==> src/rtl/framer_pkg.sv <==
package framer_pkg;

   typedef enum logic [1:0] {
      REC_PLAIN = 2'd0,
      REC_HWIRQ = 2'd1,
      REC_SWBRK = 2'd2
   } rec_kind_e;

   localparam logic [7:0] OPC_SWBRK = 8'h00;
   localparam int         PUSH_RUN  = 3;

   function automatic rec_kind_e classify(input logic run_hit, input logic [7:0] opc);
      if (!run_hit)
         return REC_PLAIN;
      return (opc == OPC_SWBRK) ? REC_SWBRK : REC_HWIRQ;
   endfunction

endpackage

==> src/rtl/framer_sample.sv <==
module framer_sample #(
   parameter int DW             = 8,
   parameter bit SAMPLE_ON_FALL = 1'b1
) (
   input  logic          clk,
   input  logic          rst_n,
   input  logic          phi2,
   input  logic [DW-1:0] bus_data,
   input  logic          bus_rnw,
   input  logic          bus_sync,
   input  logic          bus_rdy,
   output logic          smp_vld,
   output logic [DW-1:0] smp_data,
   output logic          smp_rnw,
   output logic          smp_sync,
   output logic          smp_rdy
);

   logic phi2_q;
   logic strobe;

   always_ff @(posedge clk or negedge rst_n) begin
      if (!rst_n) phi2_q <= ~SAMPLE_ON_FALL;
      else        phi2_q <= phi2;
   end

   generate
      if (SAMPLE_ON_FALL) begin : g_fall
         assign strobe = phi2_q & ~phi2;
      end else begin : g_rise
         assign strobe = ~phi2_q & phi2;
      end
   endgenerate

   always_ff @(posedge clk or negedge rst_n) begin
      if (!rst_n) begin
         smp_vld  <= 1'b0;
         smp_data <= '0;
         smp_rnw  <= 1'b1;
         smp_sync <= 1'b0;
         smp_rdy  <= 1'b0;
      end else begin
         smp_vld <= strobe;
         if (strobe) begin
            smp_data <= bus_data;
            smp_rnw  <= bus_rnw;
            smp_sync <= bus_sync;
            smp_rdy  <= bus_rdy;
         end
      end
   end

   assert_single_sample_R1: assert property (@(posedge clk) disable iff (!rst_n)
      smp_vld |=> !smp_vld);

endmodule

==> src/rtl/framer_assemble.sv <==
module framer_assemble
   import framer_pkg::*;
#(
   parameter int DW      = 8,
   parameter int MAX_CYC = 8,
   parameter int CW      = $clog2(MAX_CYC + 1)
) (
   input  logic                  clk,
   input  logic                  rst_n,
   input  logic                  smp_vld,
   input  logic [DW-1:0]         smp_data,
   input  logic                  smp_rnw,
   input  logic                  smp_sync,
   input  logic                  smp_rdy,
   output logic                  fin_vld,
   output logic [MAX_CYC*DW-1:0] fin_data,
   output logic [MAX_CYC-1:0]    fin_rnw,
   output logic [CW-1:0]         fin_count,
   output rec_kind_e             fin_kind,
   output logic                  fin_ovf
);

   localparam int                RUN_W   = $clog2(PUSH_RUN + 1);
   localparam logic [RUN_W-1:0]  RUN_TOP = RUN_W'(PUSH_RUN);
   localparam logic [CW-1:0]     CNT_TOP = CW'(MAX_CYC);

   logic             active;
   logic [CW-1:0]    cnt;
   logic             ovf;
   logic [RUN_W-1:0] run;
   logic             hit;
   logic             take, open, append, room;

   assign take   = smp_vld & smp_rdy;
   assign open   = take & smp_sync;
   assign append = take & ~smp_sync & active;
   assign room   = (cnt < CNT_TOP);

   always_ff @(posedge clk or negedge rst_n) begin
      if (!rst_n) begin
         active <= 1'b0;
         cnt    <= '0;
         ovf    <= 1'b0;
         run    <= '0;
         hit    <= 1'b0;
      end else if (open) begin
         active <= 1'b1;
         cnt    <= CW'(1);
         ovf    <= 1'b0;
         run    <= '0;
         hit    <= 1'b0;
      end else if (append) begin
         if (room) cnt <= cnt + 1'b1;
         else      ovf <= 1'b1;
         if (smp_rnw) begin
            run <= '0;
         end else begin
            if (run != RUN_TOP)        run <= run + 1'b1;
            if (run == RUN_TOP - 1'b1) hit <= 1'b1;
         end
      end
   end

   generate
      for (genvar g = 0; g < MAX_CYC; g++) begin : g_slot
         logic [DW-1:0] byte_q;
         logic          dir_q;
         always_ff @(posedge clk or negedge rst_n) begin
            if (!rst_n) begin
               byte_q <= '0;
               dir_q  <= 1'b0;
            end else if (open) begin
               byte_q <= (g == 0) ? smp_data : '0;
               dir_q  <= (g == 0) ? smp_rnw  : 1'b0;
            end else if (append && room && cnt == CW'(g)) begin
               byte_q <= smp_data;
               dir_q  <= smp_rnw;
            end
         end
         assign fin_data[g*DW +: DW] = byte_q;
         assign fin_rnw[g]           = dir_q;
      end
   endgenerate

   assign fin_vld   = open & active;
   assign fin_count = cnt;
   assign fin_ovf   = ovf;
   assign fin_kind  = classify(hit, fin_data[7:0]);

   assert_wait_ignored_R4: assert property (@(posedge clk) disable iff (!rst_n)
      (smp_vld && !smp_rdy) |=> ($stable(cnt) && $stable(run) && $stable(hit) && $stable(active)));

   assert_cap_reached_R7: assert property (@(posedge clk) disable iff (!rst_n)
      ovf |-> (cnt == CNT_TOP));

   assert_first_open_R8: assert property (@(posedge clk) disable iff (!rst_n)
      $rose(active) |-> (cnt == CW'(1)));

endmodule

==> src/rtl/framer_outq.sv <==
module framer_outq #(
   parameter int W        = 16,
   parameter bit USE_HOLD = 1'b1
) (
   input  logic         clk,
   input  logic         rst_n,
   input  logic         push,
   input  logic [W-1:0] push_dat,
   input  logic         ready,
   output logic         valid,
   output logic [W-1:0] dat
);

   logic         o_vld;
   logic [W-1:0] o_dat;
   logic         pop;

   assign pop = o_vld & ready;

   generate
      if (USE_HOLD) begin : g_hold
         logic         h_vld;
         logic [W-1:0] h_dat;
         logic         o_busy, h_busy;

         always_comb begin
            o_busy = (o_vld & ~pop) | (pop & h_vld);
            h_busy = h_vld & ~pop;
         end

         always_ff @(posedge clk or negedge rst_n) begin
            if (!rst_n) begin
               o_vld <= 1'b0;
               o_dat <= '0;
               h_vld <= 1'b0;
               h_dat <= '0;
            end else begin
               if (pop) begin
                  o_vld <= h_vld;
                  if (h_vld) o_dat <= h_dat;
                  h_vld <= 1'b0;
               end
               if (push) begin
                  if (!o_busy) begin
                     o_vld <= 1'b1;
                     o_dat <= push_dat;
                  end else if (!h_busy) begin
                     h_vld <= 1'b1;
                     h_dat <= push_dat;
                  end
               end
            end
         end

         assert_full_drop_R10: assert property (@(posedge clk) disable iff (!rst_n)
            (o_vld && h_vld && !ready && push) |=> ($stable(h_dat) && $stable(o_dat) && h_vld));
      end else begin : g_bare
         always_ff @(posedge clk or negedge rst_n) begin
            if (!rst_n) begin
               o_vld <= 1'b0;
               o_dat <= '0;
            end else begin
               if (pop) o_vld <= 1'b0;
               if (push && (!o_vld || pop)) begin
                  o_vld <= 1'b1;
                  o_dat <= push_dat;
               end
            end
         end
      end
   endgenerate

   assign valid = o_vld;
   assign dat   = o_dat;

   assert_stall_stable_R9: assert property (@(posedge clk) disable iff (!rst_n)
      (o_vld && !ready) |=> (o_vld && $stable(o_dat)));

endmodule

==> src/rtl/bus_instr_framer.sv <==
module bus_instr_framer
   import framer_pkg::*;
#(
   parameter int DW             = 8,
   parameter int MAX_CYC        = 8,
   parameter bit SAMPLE_ON_FALL = 1'b1,
   parameter bit USE_HOLD       = 1'b1,
   localparam int CW            = $clog2(MAX_CYC + 1)
) (
   input  logic                  clk,
   input  logic                  rst_n,
   input  logic                  phi2,
   input  logic [DW-1:0]         bus_data,
   input  logic                  bus_rnw,
   input  logic                  bus_sync,
   input  logic                  bus_rdy,
   input  logic                  rec_ready,
   output logic                  rec_valid,
   output logic [DW-1:0]         rec_opcode,
   output logic [MAX_CYC*DW-1:0] rec_data,
   output logic [MAX_CYC-1:0]    rec_rnw,
   output logic [CW-1:0]         rec_count,
   output logic                  rec_irq,
   output logic                  rec_brk,
   output logic                  rec_ovf
);

   localparam int DATA_W = MAX_CYC * DW;
   localparam int PW     = 1 + 2 + CW + MAX_CYC + DATA_W;

   generate
      if (DW < 8) begin : g_bad_dw
         $error("bus_instr_framer: DW must be at least 8");
      end
      if (MAX_CYC < 2) begin : g_bad_depth
         $error("bus_instr_framer: MAX_CYC must be at least 2");
      end
   endgenerate

   logic                  smp_vld, smp_rnw, smp_sync, smp_rdy;
   logic [DW-1:0]         smp_data;
   logic                  fin_vld, fin_ovf;
   logic [DATA_W-1:0]     fin_data;
   logic [MAX_CYC-1:0]    fin_rnw;
   logic [CW-1:0]         fin_count;
   rec_kind_e             fin_kind;
   logic [PW-1:0]         q_dat;
   logic [1:0]            q_kind;

   framer_sample #(.DW(DW), .SAMPLE_ON_FALL(SAMPLE_ON_FALL)) u_sample (
      .clk      (clk),
      .rst_n    (rst_n),
      .phi2     (phi2),
      .bus_data (bus_data),
      .bus_rnw  (bus_rnw),
      .bus_sync (bus_sync),
      .bus_rdy  (bus_rdy),
      .smp_vld  (smp_vld),
      .smp_data (smp_data),
      .smp_rnw  (smp_rnw),
      .smp_sync (smp_sync),
      .smp_rdy  (smp_rdy)
   );

   framer_assemble #(.DW(DW), .MAX_CYC(MAX_CYC), .CW(CW)) u_assemble (
      .clk       (clk),
      .rst_n     (rst_n),
      .smp_vld   (smp_vld),
      .smp_data  (smp_data),
      .smp_rnw   (smp_rnw),
      .smp_sync  (smp_sync),
      .smp_rdy   (smp_rdy),
      .fin_vld   (fin_vld),
      .fin_data  (fin_data),
      .fin_rnw   (fin_rnw),
      .fin_count (fin_count),
      .fin_kind  (fin_kind),
      .fin_ovf   (fin_ovf)
   );

   framer_outq #(.W(PW), .USE_HOLD(USE_HOLD)) u_outq (
      .clk      (clk),
      .rst_n    (rst_n),
      .push     (fin_vld),
      .push_dat ({fin_ovf, fin_kind, fin_count, fin_rnw, fin_data}),
      .ready    (rec_ready),
      .valid    (rec_valid),
      .dat      (q_dat)
   );

   assign {rec_ovf, q_kind, rec_count, rec_rnw, rec_data} = q_dat;
   assign rec_opcode = rec_data[DW-1:0];
   assign rec_irq    = (q_kind == REC_HWIRQ);
   assign rec_brk    = (q_kind == REC_SWBRK);

endmodule

==> config.mk <==
export PLATFORM = sky130hd
export DESIGN_NAME = bus_instr_framer
export DESIGN_NICKNAME = d
export VERILOG_FILES = /design/src/rtl/framer_pkg.sv /design/src/rtl/framer_sample.sv /design/src/rtl/framer_assemble.sv /design/src/rtl/framer_outq.sv /design/src/rtl/bus_instr_framer.sv
export SDC_FILE = /design/constraint.sdc
export NUM_CORES = 1
export LEC_CHECK = 0
export ABC_AREA = 1
export ABC_CLOCK_PERIOD_IN_PS = 4700
export CAP_MARGIN = 5
export CORE_MARGIN = 2
export CORE_UTILIZATION = 40
export DETAILED_ROUTE_END_ITERATION = 6
export DONT_BUFFER_PORTS = 1
export GPL_ROUTABILITY_DRIVEN = 0
export PLACE_DENSITY = 0.51
export REMOVE_ABC_BUFFERS = 1
export SYNTH_ARGS = -nofsm -noshare
export SYNTH_HDL_FRONTEND = slang
export SYNTH_HIERARCHICAL = 1
export SYNTH_SLANG_ARGS = --single-unit
==> constraint.sdc <==
create_clock -name clk -period 4.7 [get_ports clk]
set_input_delay 0.94 -clock clk [delete_from_list [all_inputs] [get_ports clk]]
set_output_delay 0.94 -clock clk [all_outputs]
set_load 0.05 [all_outputs]
**Word-level counts from Yosys, hierarchy flattened**

Cells that the tools add are included.

- Multiplexer cells: 59
- Reduce and logical (&&, ||, !) cells: 28
- Add/subtract/negate cells: 2
- $lt $le $gt $ge: 1
- Bitwise gates (word level): 15
- Eq/ne operators: 13

Operators by type and width:

| kind | count |
|---|---|
| $mux W79 | 4 |
| $mux W8 | 16 |
| $mux W1 | 30 |
| $reduce_bool A2 Y1 | 11 |
| $eq A4 B3 Y1 const B | 4 |
| $mux W2 | 6 |
| $mux W4 | 3 |
| $and A1 B1 Y1 | 10 |
| $logic_and A1 B1 Y1 | 9 |
| $eq A4 B2 Y1 const B | 2 |
| $logic_not A8 Y1 | 1 |
| $reduce_and A2 Y1 | 3 |
| $reduce_and A3 Y1 | 2 |
| $add A4 B1 Y4 const B | 1 |
| $eq A2 B2 Y1 const B | 2 |
| $eq A4 B1 Y1 const B | 1 |
| $logic_not A4 Y1 | 1 |
| $lt A4 B4 Y1 const B | 1 |
| $ne A2 B1 Y1 const B | 2 |
| $not A1 Y1 | 4 |
| $reduce_bool A3 Y1 | 1 |
| $add A2 B1 Y2 const B | 1 |
| $eq A2 B1 Y1 const B | 1 |
| $ne A2 B2 Y1 const B | 1 |
| $or A1 B1 Y1 | 1 |

- Bits of input ports: 15
- Word-level logic and storage cells: 149
- Register bits: 254
- Output and inout port bits: 88

**Logic depth before layout (Yosys ltp)**

Gate-level depths: netlist of the first run.

- Depth after elaboration: 7
- Gate-level depth with buffers: 10
- Gate-level depth less buffers: 7

**Cells and area by module**

Netlist of the first run, hierarchy kept.

Modules (own cells, without submodules):

| module | area each (um2) | seq. area each (um2) | cells each | times used |
|---|---|---|---|---|
| framer_outq | 7,837.5 | 4,003.8 | 1,030 | 1 |
| framer_assemble | 3,642.2 | 2,026.9 | 436 | 1 |
| framer_sample | 524.3 | 326.6 | 52 | 1 |
| bus_instr_framer | 75.1 | 0.0 | 12 | 1 |

**Worst setup path before layout of the first run**

No wires, ideal clock.

- Kind: register -> output
- Start point: register u_outq.o_dat[76] (netlist: u_outq/dat[76])
- End point: output port rec_brk
- Stages on the path, launching flop included: 2
- Buffers on the path: 0
- Setup slack: 2,725 ps
- Arrival: 1,035 ps
- Data required time: 3,760 ps
- Path through: dfrtp_1 > nor2_1

- Cells in the longest elaborated chain, start to end: 1

RTL lines:

| element | line | source |
|---|---|---|
| from (decl) | framer_outq.sv:15 | `logic [W-1:0] o_dat;` |
| from (signal assigned) | framer_outq.sv:40 | `if (h_vld) o_dat <= h_dat;` |
| from (signal assigned) | framer_outq.sv:46 | `o_dat <= push_dat;` |
| $eq A2 B2 Y1 | bus_instr_framer.sv:94 | `assign rec_brk = (q_kind == REC_SWBRK);` |
| to (decl) | bus_instr_framer.sv:24 | `output logic rec_brk,` |

Every way passes these cells.

**Worst setup path in the final report of the first run**

- Start point: register u_outq.o_vld (netlist: u_outq/valid)
- End point: register u_outq.o_dat[72] (netlist: u_outq/dat[72])

- Cells in the longest elaborated chain, start to end: 6
- Elaborated cells between the ends (all ways): 8
- Those cells by class: 3 x mux; 5 x bitwise

RTL lines:

| element | line | source |
|---|---|---|
| from (decl) | framer_outq.sv:14 | `logic o_vld;` |
| from (signal assigned) | framer_outq.sv:39 | `o_vld <= h_vld;` |
| $and A1 B1 Y1 | framer_outq.sv:18 | `assign pop = o_vld & ready;` |
| $not A1 Y1 | framer_outq.sv:27 | `o_busy = (o_vld & ~pop) \| (pop & h_vld);` |
| $and A1 B1 Y1 | framer_outq.sv:27 |  |
| $or A1 B1 Y1 | framer_outq.sv:27 |  |
| $mux W79 | framer_outq.sv:44 | `if (!o_busy) begin` |
| $mux W79 (*) | framer_outq.sv:43 | `if (push) begin` |

Mark *: on every way between the ends. The rest lies on a longest branch, timed or not.
A chain may end at the register's enable or synchronous reset.

==> results of run 1 <==
==> stage by stage <==
step,std cells,hold slack [ns],util [%],worst slack [ns]
2_1_floorplan,1433,0.4646,-,0.5261
4_1_cts,1889,0.06629,44.28,1.909
3_3_place_gp,1833,0.4835,40.91,1.905
5_1_grt,1889,0.06667,44.28,1.736
6_report,1889,0.09224,44.28,1.958
3_5_place_dp,1833,0.4828,40.91,1.859
==> worst reg2reg max path, cell delays in order, from the launching register on <==
cell and delay (ns):
dfrtp_1 0.74, nand2_2 0.21, nor2_4 0.57, buf_4 0.75, nand2_1 0.15, nand3_1 0.12
nand2_1 0.07
==> sequential cells by signal (all words and copies together) (netlist names), 2 cells and up <==
| register | count |
|---|---|
| u_assemble/run | 2 |
| u_outq/g_hold.h_dat | 79 |
| u_sample/smp_data | 8 |
| u_assemble/fin_count | 4 |
| u_assemble/g_slot.byte_q | 64 |
| u_assemble/g_slot.dir_q | 8 |
| u_outq/dat | 79 |
==> layout make-up <==
cell class / count / area [sq um]
Clock inverter: 4 / 45.04
Timing Repair Buffer: 10 / 87.58
Tap cell: 390 / 488.0
Fill cell: 2992 / 16560
Inverter: 187 / 701.9
Clock buffer: 52 / 954.7
Sequential cell: 254 / 6357
Multi-Input combinational cell: 992 / 4523
==> per-layer routing <==
| layer | vias to the layer above | GRT usage, % |
|---|---|---|
| met5 | - | 0 |
| met4 | 0 | 4.269 |
| met3 | 20 | 3.320 |
| met2 | 152 | 31.62 |
| met1 | 4431 | 31.50 |
| li1 | 4604 | - |
==> report_power, final <==
part | leakage [nW] | internal, mW | total (mW) | switching (mW)
Sequential | 2.89 | 2.69 | 4.53 | 1.84
Combinational | 3.56 | 0.444 | 1.13 | 0.683
Clock | 0.493 | 1.42 | 2.32 | 0.905
==> kinds of logic after synthesis <==
family	after synthesis	synth area share, %
adder cells (fa/ha/maj)	6	0.6215
flip-flops	254	52.63
AND/OR/NAND/NOR	901	31.41
AO/OA/AOI/OAI	85	5.190
buffers and inverters	284	10.15
==> cell usage in the layout, fill, tap and decap left out, types with 2 or more instances in the layout <==
master,netlist,layout
buf_4,22,9
clkbuf_1,37,11
clkbuf_16,0,31
clkbuf_8,0,10
clkinv_2,0,3
dfrtp_1,253,253
ha_1,6,6
inv_1,183,183
inv_2,4,4
nand2_1,602,600
nand2_2,24,25
nand2_4,1,2
nand3_1,251,250
nand3_2,2,3
nor2_1,14,14
nor2_2,5,4
o21ai_0,5,5
o21bai_1,79,79
==> path summary, 6_finish.rpt <==
check                      slack (ns)                                    endpoint                                        from
max                              1.96                    u_outq/dat[72]$_DFF_PN0_                      u_outq/valid$_DFF_PN0_
min                              0.09                     u_outq/dat[3]$_DFF_PN0_                                       rst_n
max reg2reg                      1.96                    u_outq/dat[72]$_DFF_PN0_                      u_outq/valid$_DFF_PN0_
min reg2reg                      0.50  u_assemble/g_slot[5].byte_q[2]$_DFFE_PN0P_  u_assemble/g_slot[5].byte_q[2]$_DFFE_PN0P_
max in group asynchronous        3.86  u_assemble/g_slot[5].byte_q[4]$_DFFE_PN0P_                                       rst_n
min in group clk                 0.42                   u_sample/phi2_q$_DFF_PN0_                                        phi2
==> out/metrics.yaml, run 1 <==
htree_levels: 1
clockRootBuffer: "clkbuf_16"
drv_slew: 0
io_buffers: 0
clk_pin_slew_ns: 0.06
synth.top_cell.area_share_pct: 52.41
highest_layer: "met4"
synth_enable_flop_cells: 0
grt_max_degree: 255
synth_top_area_cell: "dfrtp_1"
die_w_um: 177.8
crit_family: "simple AND/OR/NAND/NOR gates"
hold_class: "primary input to asynchronous set/reset pin"
grt_pass1_wl_mm: 52.36
status: "finished, final reports clean"
critPathBufInv: 1
post_cts_buffers: 0
overflow: 0
detail-route-antenna-nets: 0
hold_buffers: 0
crit_required_ns: 5.13
nets: 1496
wl_met2_mm: 14.18
globalRouteTotalUtil_pct: 20.88
cts_buffers: 30
synth.distinct_cells: 22
rsz0062_at_grt: "false"
num_io_pins: 103
yosysSeqAreaShare_pct: 52.63
cp_data_arrival_time_ns: 3.17
drt-met1-wl_mm: 16.17
fp-row-count: 63
place_hpwl_mm: 17.29
synthArstFlopShare_pct: 100.0
worst_pin_slew_ns: 1.059
worst-setup-path-type: "flop to flop"
wl_per_cell_um: 16.97
initial_core_util_pct: 40.65
routed_wl_mm: 32.07
synth_area_leaders: "dfrtp_1 52%, nand2_1 19%, nand3_1 10%"
crit_slowest_cell: "dfrtp_1"
tns_ns: 0
place_area_sq_mm: 0.01216
die-area_sq_mm: 0.03160
cap_violations: 0
endpoint_kind: "flop"
drt_iter0_markers: 713
synthFlopType: "dfrtp_1"
cp_slowest_stage_delay_ns: 0.74
cp_common_cell: "nand2_1"
period_share_pct: 58.35
area_delta_synth_final_pct: 8.929
finClkSkew_ns: 0.01589
rr_worst_depth: 6
grt_antenna_before_repair: 0
met3WireLength_mm: 1.382
viasPerCell: 4.874
dr.pass1.iters: 5
yosys.cell_count.top_type: "nand2_1"
worst_setup_path_start_kind: "flop"
cts_tree: "done"
cp_cell_sequence: "nand2_2 > nor2_4 > buf_4 > nand2_1 > nand3_1 > nand2_1"
ys_seq_elements: 254
setup_viol: 0
layout-drive-gt1-share_pct: 6.404
powerDensity_mw_per_mm2: 606.3
fin_crit_ns: 2.742
post-route-drc-count: 0
die_y_um: 177.8
synth_area_sq_mm: 0.01208
slew_headroom_pct: 29.39
fmax_ghz: 0.3647
cp_max_fo: 57
synth_common_cells: "602 x nand2_1, 253 x dfrtp_1, 251 x nand3_1, 183 x inv_1, 79 x o21bai_1"
clockBufferDepth: 3
insertion_delay_ns: 0.55
yosysWarnings: 6
path_depth: 6
vdd_drop_max_mv: 0.2759
finalPower_mw: 7.978
leakage_nw: 6.943
coreArea_sq_mm: 0.02972
cts_resized: 0
syn_inst: 1530
post-route-cell-area_sq_mm: 0.01316
hold_violations: 0
cts_sinks: 254
syn_area_per_cell_sq_um: 7.895
antenna_cells: 0
first_global_vias: 9156
vias: 9207
Power figures use the tool's default switching activity.
==> run 2: changes to the inputs <==
ABC_CLOCK_PERIOD_IN_PS = 2720   (was 4700)
clock period = 2.72 ns   (was 4.7 ns; I/O delays follow)
==> out/metrics.yaml, run 2 (same netlist as run 1, synthesis figures left out) <==
multi_input_area_sq_mm: 0.004518  # -0.11%
cp_data_arrival_time_ns: 2.62  # -0.55 ns
post-route-drc-count: 0  # unchanged
fp-row-count: 63  # unchanged
worst_setup_path_start_kind: "flop"
initial_core_util_pct: 40.65  # unchanged
reg2reg_slack_ns: 0.57  # -1.39 ns
area_delta_synth_final_pct: 8.981  # about the same
slew_headroom_pct: 33.38  # +4.0 points
critPathBufInv: 1  # unchanged
grt_antenna_before_repair: 0  # unchanged
whs_ns: -0.2889  # -0.3812 ns
final_common_cell: "nand2_1"
grt_max_degree: 255  # unchanged
layout.area.seq_sq_mm: 0.006357  # unchanged
status: "complete, but fails checks"
crit_family: "buffers and inverters"
first_global_vias: 9242  # +0.94%
cts_tree: "done"
post_cts_buffers: 0  # unchanged
clk_pin_slew_ns: 0.06  # about the same
vias: 9215  # +0.087%
htree_levels: 1  # unchanged
viasPerCell: 4.873  # about the same
die_y_um: 177.8  # unchanged
rr_worst_depth: 6  # unchanged
fin_ws_ns: 0.5670  # -1.391 ns
routed_wl_mm: 30.65  # -4.4%
cp_max_fo: 79  # +39%
fin_crit_ns: 2.153  # -0.5892 ns
setup_viol: 0  # unchanged
drt_iter0_markers: 671  # -5.9%
die-area_sq_mm: 0.03160  # unchanged
r2r-start: "u_outq/valid$_DFF_PN0_"
grt.busiest_layer: "met2"
clockBufferDepth: 3  # unchanged
place_ws_ns: 0.5788  # -1.280 ns
worst-setup-path-type: "flop to flop"
period_share_pct: 79.15  # +21 points
drv_slew: 0  # unchanged
crit_slowest_cell: "buf_4"
cp_cell_sequence: "nand2_2 > nand2_1 > nand2_2 > buf_4 > nand3_1 > nand2_1"
globalRouteTotalUtil_pct: 20.17  # -0.71 points
cp_slowest_stage_delay_ns: 0.76  # +0.02 ns
timing.rr.end: "u_outq/g_hold.h_dat[35]$_DFFE_PN0P_"
fmax_ghz: 0.4645  # +27%
nets: 1501  # +0.33%
vdd_drop_max_mv: 0.4190  # +52%
layout_common_cells: "600 x nand2_1, 253 x dfrtp_1, 250 x nand3_1"
cts_buffers: 29  # -3.3%
fillers: 3000  # +0.27%
layout-drive-gt1-share_pct: 6.662  # +0.26 points
insertion_delay_ns: 0.54  # about the same
met2_usage_pct: 31.83  # +0.21 points
overflow: 0  # unchanged
failed_checks: "negative hold slack"
crit_required_ns: 3.19  # -1.94 ns
endpoint_kind: "flop"
hold_class: "primary input to asynchronous set/reset pin"
die_w_um: 177.8  # unchanged
grt_pass1_wl_mm: 51.19  # -2.2%
cap_violations: 0  # unchanged
clockRootBuffer: "clkbuf_16"
wl_per_cell_um: 16.21  # -4.5%
finClkSkew_ns: 0.01042  # -0.005467 ns
grt_use_met3_pct: 3.213  # -0.11 points
worst_pin_slew_ns: 0.9994  # -0.05983 ns
num_io_pins: 103  # unchanged
antenna_cells: 0  # unchanged
rsz0062_at_grt: "false"
met1_usage_pct: 29.51  # -2.0 points
io_buffers: 0  # unchanged
leakage_nw: 6.953  # +0.14%
detail-route-antenna-nets: 0  # unchanged
dr.pass1.iters: 5  # unchanged
place_hpwl_mm: 17.00  # -1.7%
powerDensity_mw_per_mm2: 1030  # +70%
cts_sinks: 254  # unchanged
hold_violations: 253  # +253
coreArea_sq_mm: 0.02972  # unchanged
cts_resized: 0  # unchanged
[run 2: cell count changes in the layout (fill, tap and decap cells not counted), moves of 2 or more]
cell	change
buf_12	+4
clkbuf_8	-3
clkinv_2	+3
buf_4	+2
clkbuf_1	-2
clkbuf_16	-2
[run 2: how the worst max path moves through the flow]
stage	start	to	slack [ns]	cells after the start
finish	u_outq/valid$_DFF_PN0_	u_outq/g_hold.h_dat[35]$_DFFE_PN0P_	0.57	6
global route	u_outq/valid$_DFF_PN0_	u_outq/g_hold.h_dat[8]$_DFFE_PN0P_	0.39	6
CTS	u_outq/valid$_DFF_PN0_	u_outq/g_hold.h_dat[35]$_DFFE_PN0P_	0.56	6
detailed placement	u_outq/valid$_DFF_PN0_	u_outq/g_hold.h_dat[35]$_DFFE_PN0P_	0.58	6
global placement	u_outq/valid$_DFF_PN0_	u_outq/g_hold.h_dat[39]$_DFFE_PN0P_	0.59	6
floorplan	u_sample/smp_sync$_DFFE_PN0P_	u_outq/g_hold.h_dat[0]$_DFFE_PN0P_	-1.45	6
[run 2: power by group]
| group | internal [mW] | switching (mW) |
|---|---|---|
| logic | 0.793 | 1.17 |
| clock network | 2.24 | 1.55 |
| registers | 4.65 | 3.17 |
| total | 7.68 | 5.88 |
[run 2: metrics by stage]
| step | instance area, sq um | power, mW | setup TNS, ns | util (%) | std cells |
|---|---|---|---|---|---|
| 2_1_floorplan | 11550 | 9.197 | -248.83 | - | 1433 |
| 3_3_place_gp | 12250 | 9.856 | 0 | 41.22 | 1839 |
| 3_5_place_dp | 12250 | 9.889 | 0 | 41.22 | 1839 |
| 4_1_cts | 13160 | 13.72 | 0 | 44.30 | 1891 |
| 5_1_grt | 13160 | 14.34 | 0 | 44.30 | 1891 |
| 6_report | 13160 | 13.56 | 0 | 44.30 | 1891 |
[run 2: cell type report]
cell class | count | area share, %
well taps | 390 | 3.707
flip-flops and latches | 254 | 48.29
multi-input cells | 992 | 34.32
clock buffers | 45 | 6.501
repair buffers | 16 | 1.388
inverters | 187 | 5.332
clock inverters | 7 | 0.4562
[run 2: layer usage]
layer	up-vias	share of wire, %
met2	158	45
met3	37	4.6
met5	-	0
met1	4408	49
li1	4612	-
met4	0	1.5
==> run 3: changes to the inputs <==
ABC_CLOCK_PERIOD_IN_PS = 1950   (was 2720)
PLACE_DENSITY = 0.53   (was 0.51)
clock period = 1.95 ns   (was 2.72 ns; I/O delays follow)
==> out/metrics.yaml, run 3 (same netlist as run 1, synthesis figures left out) <==
layout_common_cells: "600 x nand2_1, 253 x dfrtp_1, 250 x nand3_1"
timing.rr.end: "u_outq/g_hold.h_dat[68]$_DFFE_PN0P_"
drv_slew: 0  # unchanged
cap_violations: 0  # unchanged
detail-route-antenna-nets: 0  # unchanged
clk_pin_slew_ns: 0.06  # about the same
critPathLaunch: "u_sample/smp_sync$_DFFE_PN0P_"
cts_sinks: 254  # unchanged
vias: 9213  # -0.022%
io_buffers: 0  # unchanged
crit_family: "simple AND/OR/NAND/NOR gates"
post-route-drc-count: 0  # unchanged
dr.pass1.iters: 5  # unchanged
fin_crit_ns: 1.687  # -0.4664 ns
final_cells: 1912  # +1.1%
reg2reg_slack_ns: 0.26  # -0.30 ns
switchingPower_mw: 8.287  # +41%
cp_data_arrival_time_ns: 2.17  # -0.45 ns
htree_levels: 1  # unchanged
fp-row-count: 63  # unchanged
clockBufferDepth: 3  # unchanged
cp_slowest_stage_delay_ns: 0.39  # -0.37 ns
grt_pass1_wl_mm: 51.03  # -0.31%
worst_pin_slew_ns: 0.5527  # -0.4467 ns
critPathBufInv: 2  # +1
routed_wl_mm: 30.54  # -0.35%
finClkSkew_ns: 0.009690  # -0.0007322 ns
die_y_um: 177.8  # unchanged
initial_core_util_pct: 40.65  # unchanged
worst_setup_path_start_kind: "flop"
powerDensity_mw_per_mm2: 1439  # +40%
area_delta_synth_final_pct: 11.03
tns_ns: 0  # unchanged
overflow: 0  # unchanged
setup_viol: 0  # unchanged
switching_share_pct: 42.92  # -0.46 points
leakage_nw: 7.082  # +1.9%
endpoint_kind: "flop"
globalRouteTotalUtil_pct: 20.18  # about the same
grt_antenna_before_repair: 0  # unchanged
insertion_delay_ns: 0.55  # about the same
coreArea_sq_mm: 0.02972  # unchanged
place_ws_ns: 0.1752  # -0.4035 ns
p_clk_share_pct: 28.3  # +0.4 points
cts_buffers: 29  # unchanged
crit_slowest_cell: "dfrtp_1"
num_io_pins: 103  # unchanged
seqPwrFrac_pct: 52.9  # -4.7 points
grt_max_degree: 255  # unchanged
placed_cells: 1856  # +0.92%
whs_ns: -0.4602  # -0.1712 ns
die_w_um: 177.8  # unchanged
period_share_pct: 86.49  # +7.3 points
layout-drive-gt1-share_pct: 7.950  # +1.3 points
r2r-start: "u_sample/smp_sync$_DFFE_PN0P_"
finalPower_mw: 19.31  # +42%
drt_iter0_markers: 604  # -10%
nets: 1521  # +1.3%
hold_violations: 254  # +0.40%
fin_ws_ns: 0.2634  # -0.3036 ns
final_common_cell: "nand2_1"
status: "complete, but fails checks"
cp_max_fo: 79  # unchanged
place_hpwl_mm: 17.90  # +5.3%
worst-setup-path-type: "flop to flop"
rr_worst_depth: 7  # +1
first_global_vias: 9226  # -0.17%
crit_required_ns: 2.43  # -0.76 ns
comb_power_share_pct: 18.7  # +4.2 points
viasPerCell: 4.819  # -1.1%
antenna_cells: 0  # unchanged
path_depth: 7  # +1
crit_end: "u_outq/g_hold.h_dat[68]$_DFFE_PN0P_"
hold_class: "primary input to asynchronous set/reset pin"
rsz0062_at_grt: "false"
vdd_drop_max_mv: 0.6593  # +57%
slew_headroom_pct: 63.15  # +30 points
cp_cell_sequence: "nand3_2 > nor2_2 > inv_1 > a21oi_4 > buf_12 > nand3_1 > nand2_1"
p_int_mw: 11.02  # +44%
clockRootBuffer: "clkbuf_16"
wl_per_cell_um: 15.97  # -1.4%
die-area_sq_mm: 0.03160  # unchanged
failed_checks: "negative hold slack"
cts_tree: "done"
fmax_ghz: 0.5929  # +28%
hold_buffers: 3
==> run 3: cell types whose count changed in the layout (fill, tap and decap cells not counted), sizes merged <==
cell | before | now
bufinv | 1 | 3
clkbuf | 45 | 40
inv | 187 | 188
dlygate4sd3 | 0 | 3
clkinvlp | 0 | 1
clkinv | 6 | 8
buf | 16 | 33
==> run 3: timing repair <==
item                       in CTS  in global routing
hold endpoints to repair      257                254
resized for setup               0                  1
setup endpoints to repair       0                 31
buffers inserted                0                  0
==> run 3: layer usage <==
| metal | wire length [um] | share of wire, % | track usage (%) | vias to the layer above |
|---|---|---|---|---|
| li1 | - | - | - | 4652 |
| met1 | 14680 | 48 | 29.03 | 4352 |
| met2 | 13790 | 45 | 31.31 | 179 |
| met3 | 1630 | 5.3 | 3.963 | 30 |
| met4 | 440 | 1.4 | 4.918 | 0 |
| met5 | 0 | 0 | 0 | - |
==> run 3: worst min path at each step <==
stage / start / end / cells after the start
after floorplan: rst_n / u_assemble/active$_DFFE_PN0P_ / 0
after global placement: rst_n / u_outq/dat[77]$_DFF_PN0_ / 0
after detailed placement: rst_n / u_outq/dat[77]$_DFF_PN0_ / 0
after CTS: rst_n / u_outq/dat[3]$_DFF_PN0_ / 0
after global routing: rst_n / u_outq/dat[3]$_DFF_PN0_ / 0
final: rst_n / u_outq/dat[3]$_DFF_PN0_ / 0
==> run 3: worst register-to-register path, stage by stage (launching register included) <==
cell	delay [ns]
dfrtp_1	0.39
nand3_2	0.13
nor2_2	0.21
inv_1	0.13
a21oi_4	0.15
buf_12	0.34
nand3_1	0.20
nand2_1	0.09
==> run 3: per-stage QoR <==
step	hold WS (ns)	instance area, sq um	utilization, %
after global routing	-0.4871	13410	45.13
final	-0.4602	13410	45.13
after CTS	-0.4826	13410	45.12
after global placement	0.1054	12430	41.81
after floorplan	0.09441	11550	-
after detailed placement	0.1017	12430	41.81
==> run 3: area by class of cell <==
type / instances / area (sq um)
Sequential cell: 254 / 6357
Clock inverter: 13 / 146.4
Timing Repair Buffer: 36 / 390.4
Tap cell: 390 / 488.0
Clock buffer: 40 / 807.0
Fill cell: 3001 / 16310
Inverter: 187 / 701.9
Multi-Input combinational cell: 992 / 4521
==> run 3: power groups by stage <==
| stage | clock [mW] | combinational [mW] | sequential (mW) |
|---|---|---|---|
| after floorplan | 0 | 2.25 | 10.6 |
| after global placement | 0 | 3.58 | 10.4 |
| after detailed placement | 0 | 3.60 | 10.4 |
| after CTS | 5.61 | 3.65 | 10.3 |
| after global routing | 5.83 | 4.18 | 10.4 |
| final | 5.47 | 3.62 | 10.2 |
